===== src/rtl/tg_pkg.sv =====
package tg_pkg;
    localparam int TG_FW   = 16;
    localparam int TG_AXES = 2;
    localparam int TG_NREG = 3;
    // axis index
    localparam int AX_H = 0;
    localparam int AX_V = 1;
    // word index within one axis
    localparam int RG_TOT = 0;
    localparam int RG_BLK = 1;
    localparam int RG_SYN = 2;
endpackage


===== src/rtl/tg_panel_enc.sv =====
module tg_panel_enc #(
    parameter int FW = 16
) (
    input  logic [FW-1:0]   act,
    input  logic [FW-1:0]   blk,
    input  logic [FW-1:0]   soff,
    input  logic [FW-1:0]   swid,
    output logic [2*FW-1:0] w_tot,
    output logic [2*FW-1:0] w_blk,
    output logic [2*FW-1:0] w_syn
);
    localparam logic [FW-1:0] ONE = FW'(1);

    logic [FW-1:0] act_m1;
    logic [FW-1:0] span_m1;
    logic [FW-1:0] ss_m1;
    logic [FW-1:0] se_m1;

    always_comb begin
        act_m1  = act - ONE;
        span_m1 = act + blk - ONE;
        ss_m1   = act + soff - ONE;
        se_m1   = act + soff + swid - ONE;
        w_tot   = {span_m1, act_m1};
        w_blk   = {span_m1, act_m1};
        w_syn   = {se_m1, ss_m1};
    end
endmodule


===== src/rtl/tg_axis_dec.sv =====
module tg_axis_dec #(
    parameter int FW = 16
) (
    input  logic [FW-1:0]   pos,
    input  logic [2*FW-1:0] w_tot,
    input  logic [2*FW-1:0] w_blk,
    input  logic [2*FW-1:0] w_syn,
    output logic            in_act,
    output logic            in_blk,
    output logic            in_syn,
    output logic            at_last,
    output logic [FW-1:0]   size_m1
);
    always_comb begin
        size_m1 = w_tot[FW-1:0];
        in_act  = (pos <= w_tot[FW-1:0]);
        at_last = (pos == w_tot[2*FW-1:FW]);
        in_blk  = (pos > w_blk[FW-1:0]) && (pos <= w_blk[2*FW-1:FW]);
        in_syn  = (pos > w_syn[FW-1:0]) && (pos <= w_syn[2*FW-1:FW]);
    end
endmodule


===== src/rtl/raster_timing_gen.sv =====
module raster_timing_gen
    import tg_pkg::*;
#(
    parameter int FW = TG_FW
) (
    input  logic            clk,
    input  logic            rst_n,
    input  logic            panel_mode,
    input  logic [2*FW-1:0] tm_htot,
    input  logic [2*FW-1:0] tm_hblank,
    input  logic [2*FW-1:0] tm_hsync,
    input  logic [2*FW-1:0] tm_vtot,
    input  logic [2*FW-1:0] tm_vblank,
    input  logic [2*FW-1:0] tm_vsync,
    input  logic [FW-1:0]   pnl_hact,
    input  logic [FW-1:0]   pnl_hblk,
    input  logic [FW-1:0]   pnl_hsoff,
    input  logic [FW-1:0]   pnl_hswid,
    input  logic [FW-1:0]   pnl_vact,
    input  logic [FW-1:0]   pnl_vblk,
    input  logic [FW-1:0]   pnl_vsoff,
    input  logic [FW-1:0]   pnl_vswid,
    input  logic            hs_pol,
    input  logic            vs_pol,
    output logic [FW-1:0]   pix_x,
    output logic [FW-1:0]   pix_y,
    output logic            de,
    output logic            blank,
    output logic            hsync,
    output logic            vsync,
    output logic            sof,
    output logic            vbs,
    output logic [2*FW-1:0] src_size,
    output logic [2*FW-1:0] plane_size
);
    localparam int RW  = 2 * FW;
    localparam int NSH = TG_AXES * TG_NREG;
    localparam logic [FW-1:0] ONE  = FW'(1);
    localparam logic [FW:0]   ONEX = (FW + 1)'(1);

    typedef struct packed {
        logic                   run;
        logic [FW-1:0]          h;
        logic [FW-1:0]          v;
        logic [NSH-1:0][RW-1:0] sh;
        logic                   hp;
        logic                   vp;
    } st_t;

    localparam st_t ST_RST = '{run: 1'b0, h: '0, v: '0, sh: '0, hp: 1'b1, vp: 1'b1};

    st_t s_q, s_d;

    // ---------------- configuration source selection ----------------
    logic [TG_AXES-1:0][FW-1:0] pa_act, pa_blk, pa_soff, pa_swid;
    logic [NSH-1:0][RW-1:0]     w_dir, w_pan, w_eff;

    assign pa_act  = {pnl_vact,  pnl_hact};
    assign pa_blk  = {pnl_vblk,  pnl_hblk};
    assign pa_soff = {pnl_vsoff, pnl_hsoff};
    assign pa_swid = {pnl_vswid, pnl_hswid};
    assign w_dir   = {tm_vsync, tm_vblank, tm_vtot, tm_hsync, tm_hblank, tm_htot};

    // ---------------- per-axis encoders and decoders ----------------
    logic [TG_AXES-1:0][FW-1:0] ax_pos;
    logic [TG_AXES-1:0][FW-1:0] ax_size;
    logic [TG_AXES-1:0]         ax_act, ax_blk, ax_syn, ax_last;

    assign ax_pos = {s_q.v, s_q.h};

    for (genvar a = 0; a < TG_AXES; a++) begin : g_axis
        tg_panel_enc #(.FW(FW)) u_enc (
            .act   (pa_act[a]),
            .blk   (pa_blk[a]),
            .soff  (pa_soff[a]),
            .swid  (pa_swid[a]),
            .w_tot (w_pan[a*TG_NREG+RG_TOT]),
            .w_blk (w_pan[a*TG_NREG+RG_BLK]),
            .w_syn (w_pan[a*TG_NREG+RG_SYN])
        );

        for (genvar r = 0; r < TG_NREG; r++) begin : g_sel
            assign w_eff[a*TG_NREG+r] = panel_mode ? w_pan[a*TG_NREG+r]
                                                   : w_dir[a*TG_NREG+r];
        end

        tg_axis_dec #(.FW(FW)) u_dec (
            .pos     (ax_pos[a]),
            .w_tot   (s_q.sh[a*TG_NREG+RG_TOT]),
            .w_blk   (s_q.sh[a*TG_NREG+RG_BLK]),
            .w_syn   (s_q.sh[a*TG_NREG+RG_SYN]),
            .in_act  (ax_act[a]),
            .in_blk  (ax_blk[a]),
            .in_syn  (ax_syn[a]),
            .at_last (ax_last[a]),
            .size_m1 (ax_size[a])
        );
    end

    // ---------------- next-state ----------------
    always_comb begin
        s_d = s_q;
        if (!s_q.run) begin
            s_d.run = 1'b1;
            s_d.h   = '0;
            s_d.v   = '0;
            s_d.sh  = w_eff;
            s_d.hp  = hs_pol;
            s_d.vp  = vs_pol;
        end else if (ax_last[AX_H]) begin
            s_d.h = '0;
            if (ax_last[AX_V]) begin
                s_d.v  = '0;
                s_d.sh = w_eff;
                s_d.hp = hs_pol;
                s_d.vp = vs_pol;
            end else begin
                s_d.v = s_q.v + ONE;
            end
        end else begin
            s_d.h = s_q.h + ONE;
        end
    end

    always_ff @(posedge clk) begin
        if (!rst_n) s_q <= ST_RST;
        else        s_q <= s_d;
    end

    // ---------------- outputs ----------------
    logic [FW:0]            vb_line;
    logic                   at_origin;
    logic [NSH*RW-1:0]      sh_flat;

    assign sh_flat   = s_q.sh;
    assign vb_line   = {1'b0, s_q.sh[AX_V*TG_NREG+RG_BLK][FW-1:0]} + ONEX;
    assign at_origin = (s_q.h == '0) && (s_q.v == '0);

    always_comb begin
        pix_x      = s_q.h;
        pix_y      = s_q.v;
        de         = s_q.run && ax_act[AX_H] && ax_act[AX_V];
        blank      = !s_q.run || ax_blk[AX_H] || ax_blk[AX_V];
        hsync      = ~((s_q.run && ax_syn[AX_H]) ^ s_q.hp);
        vsync      = ~((s_q.run && ax_syn[AX_V]) ^ s_q.vp);
        sof        = s_q.run && at_origin;
        vbs        = s_q.run && (s_q.h == '0) && ({1'b0, s_q.v} == vb_line);
        src_size   = {ax_size[AX_H], ax_size[AX_V]};
        plane_size = {ax_size[AX_V], ax_size[AX_H]};
    end
endmodule


===== config.mk =====
export PLATFORM = sky130hd
export DESIGN_NAME = raster_timing_gen
export DESIGN_NICKNAME = d
export VERILOG_FILES = /design/src/rtl/tg_pkg.sv /design/src/rtl/tg_panel_enc.sv /design/src/rtl/tg_axis_dec.sv /design/src/rtl/raster_timing_gen.sv
export SDC_FILE = /design/constraint.sdc
export NUM_CORES = 1
export LEC_CHECK = 0
export BUFFER_PORTS_ARGS = -buffer_cell sky130_fd_sc_hd__buf_2
export CORE_ASPECT_RATIO = 1.25
export CORE_MARGIN = 2
export CORE_UTILIZATION = 58
export DETAILED_ROUTE_END_ITERATION = 10
export PLACE_DENSITY = 0.83
export SLEW_MARGIN = 20
export SYNTH_ARGS = -nofsm -noshare
export SYNTH_HDL_FRONTEND = slang
export SYNTH_HIERARCHICAL = 1
export SYNTH_SLANG_ARGS = --single-unit

===== constraint.sdc =====
create_clock -name clk -period 5 [get_ports clk]
set_clock_uncertainty 0.1 [all_clocks]
set_input_delay 0.25 -clock clk [delete_from_list [all_inputs] [get_ports clk]]
set_output_delay 0.25 -clock clk [all_outputs]
set_load 0.01 [all_outputs]

==> metrics.cfg <==
[setup_path]
arrival_ns = 4.40
crit_family = compound AO/OA/AOI/OAI gates
cp_slowest_cell = fa_1
path_class = in2reg
critPathLaunchType = input pin
required_ns = 5.31
critical-path-max-stage-delay_ns = 0.45
critPathCaptureType = flop
critPathMaxFanout = 4
path_cells = buf_2 > ha_1 > fa_1 > a21o_1 > a21oi_1 > xnor2_1 > inv_1 > ha_1 > inv_1 > ha_1 > o21ai_0 > a21boi_0 > o41ai_1 > buf_4 > o2111ai_1 > a31o_2 > a21oi_1 > xnor3_1 > mux2i_1 > nand2_1 > o211a_1
critPathBufInv = 4
crit_top_cell = ha_1
rr_worst_depth = 8
cp.depth = 21

[power_and_ir_drop]
pwr-share-comb_pct = 41.4
p_leak_uw = 0.01439
clockPowerShare_pct = 28.4
p_sw_uw = 2492
ir_drop_v = 0.0002375
power_density_nw_per_um2 = 262.6
swShare_pct = 36.04
power.internal_uw = 4423
p_seq_share_pct = 30.2

[hold_path]
hold_depth = 4
min_path_type = in2reg

[synth]
ys_async_sr_fraction_pct = 0
synth-edff-count = 0
synth_cells = 2799
yosysSeqAreaShare_pct = 19.88
syn_area_per_cell_um2 = 8.168
synth_flop_cell = dfxtp_1
yosys_warnings = 6
synthesis.area_um2 = 22860
ys_seq_elements = 227
synthesis.nets = 3427
synth_cell_types = 92

[finish]
finalCoreUtilization_pct = 67.47
final_cell_mix = 424 x buf_2, 371 x inv_1, 299 x nand2_1, 297 x ha_1, 227 x dfxtp_1
area_delta_synth_final_pct = 15.14
drive_gt1_share_pct = 17.84
design.final.nets = 3759
mostFrequentLayoutCell = buf_2

[sta]
setup_tns_ns = 0
setup_viol = 0
slew-limit-headroom_pct = 24.91
drv_slew = 0
rsz0062_at_grt = false
finalCritPeriodShare_pct = 81.80
timing.fmax_mhz = 244.5
hold_viol_final = 0
worstMarginPinSlew_ns = 1.126
fin_crit_ns = 4.090

[global_route]
grt_pass1_vias = 21900
grt_antenna_before_repair = 7
grt_max_degree = 142
grt_pass1_wl_um = 116000
grt_overflow = 0
grt_usage_pct = 36.09

[placed_design]
port_buffers = 426
gp_congestion = 1.018
place_hpwl_um = 59510

[cts]
htreeDepth = 1
cts_tree = yes
cts_buffers = 24
path_clk_slew_ns = 0.06
clkSinkCount = 227
clk-insertion-delay-late_ns = 0.56
cts_resized = 0
cts-root-buf = clkbuf_16
clockBufferDepth = 3

[run_status]
status = finished, final reports clean

[routing]
ant_nets = 0
vias = 21430
wire_per_inst_um = 20.79
wl_um = 75820
first_pass_iters = 6
drc = 0
viasPerCell = 5.876
drt_iter0_drc = 1463

[die]
die_h_um = 226.0
die_w_um = 181.6
dieArea_um2 = 41030
start_util_pct = 58.60
core-area_um2 = 39020
num_rows = 81
ioPinCount = 427

[run]
cap_viol_max_count = 0

==> final timing paths <==
kind                         startpoint                    end  slack, ns
setup / recovery            pnl_vact[0]  s_q[193]$_SDFFE_PN0P_       0.91
hold / removal            tm_hblank[27]   s_q[61]$_SDFFE_PN0P_       0.01
setup reg to reg  pix_y[9]$_SDFFE_PN0P_  s_q[125]$_SDFFE_PN0P_       1.53
hold reg to reg     s_q[0]$_SDFFE_PN1P_    s_q[0]$_SDFFE_PN1P_       0.39
==> synthesized netlist by cell type, types with 46 or more instances <==
master / number / share of area [%]
inv_1: 371 / 6.1
nand2_1: 300 / 4.9
ha_1: 297 / 16
dfxtp_1: 227 / 20
o211a_1: 194 / 8.5
mux2i_1: 193 / 8.4
buf_4: 160 / 5.3
xnor2_1: 146 / 5.6
nor2_1: 114 / 1.9
a21oi_1: 92 / 2.0
clkbuf_1: 75 / 1.2
xor2_1: 61 / 2.3
nand3_1: 58 / 1.3
nand4_1: 54 / 1.5
nor3_1: 46 / 1.0
==> power groups by stage <==
stage / Sequential [uW] / Combinational (uW) / Clock (uW)
2_1_floorplan: 2080 / 2150 / 0
3_3_place_gp: 2110 / 2670 / 0
3_5_place_dp: 2120 / 2740 / 0
4_1_cts: 2080 / 2830 / 1980
5_1_grt: 2100 / 3160 / 2040
6_report: 2090 / 2860 / 1960
==> state kept, by name, indices dropped and copies added (netlist names) <==
| signal | count |
|---|---|
| s_q | 195 |
| pix_x | 16 |
| pix_y | 16 |
==> area by class of cell <==
| cell class | instances | area [um2] |
|---|---|---|
| diodes | 4 | 10.01 |
| multi-input cells | 1942 | 15360 |
| flip-flops and latches | 227 | 4544 |
| well taps | 498 | 623.1 |
| fillers | 3179 | 12690 |
| clock inverters | 11 | 197.7 |
| inverters | 371 | 1393 |
| clock buffers | 29 | 649.4 |
| repair buffers | 565 | 3550 |
==> worst min-delay path, cell delays in order <==
cell and delay [ns]:
buf_2 0.08, mux2i_1 0.06, nand2_1 0.07, o211a_1 0.13
==> what timing repair did <==
action,in CTS,in global routing
buffers inserted,0,0
hold buffers,113,0
endpoints found under the setup margin,0,0
endpoints found under the hold margin,113,0
==> cell families after synthesis <==
| logic type | synth area share (%) |
|---|---|
| AOI/OAI and AO/OA | 17.65 |
| buffers and inverters | 13.01 |
| xor gates and xnor gates | 8.198 |
| and+or+nand+nor | 15.99 |
| muxes | 8.499 |
| adders and majority gates | 16.78 |
| DFF | 19.88 |
==> per-layer routing <==
| metal | global-route usage (%) | up-vias | part of all wire, % |
|---|---|---|---|
| li1 | - | 10250 | - |
| met1 | 38.23 | 10050 | 37 |
| met3 | 5.354 | 252 | 5.8 |
| met2 | 65.33 | 878 | 49 |
| met5 | 0 | - | 0.044 |
| met4 | 26.20 | 6 | 8.0 |
==> stage by stage <==
stage	instances	hold slack, ns	area (um2)	worst slack (ns)	power, uW
5_1_grt	3645	0.01243	26320	0.5760	7302
4_1_cts	3643	0.001660	26320	0.9008	6899
6_report	3647	0.01118	26330	0.9100	6914
3_3_place_gp	3490	0.3698	24340	0.4234	4780
3_5_place_dp	3490	0.3669	24340	0.3787	4866
2_1_floorplan	2799	0.1777	22860	0.7814	4234
Power figures use the tool's default switching activity.
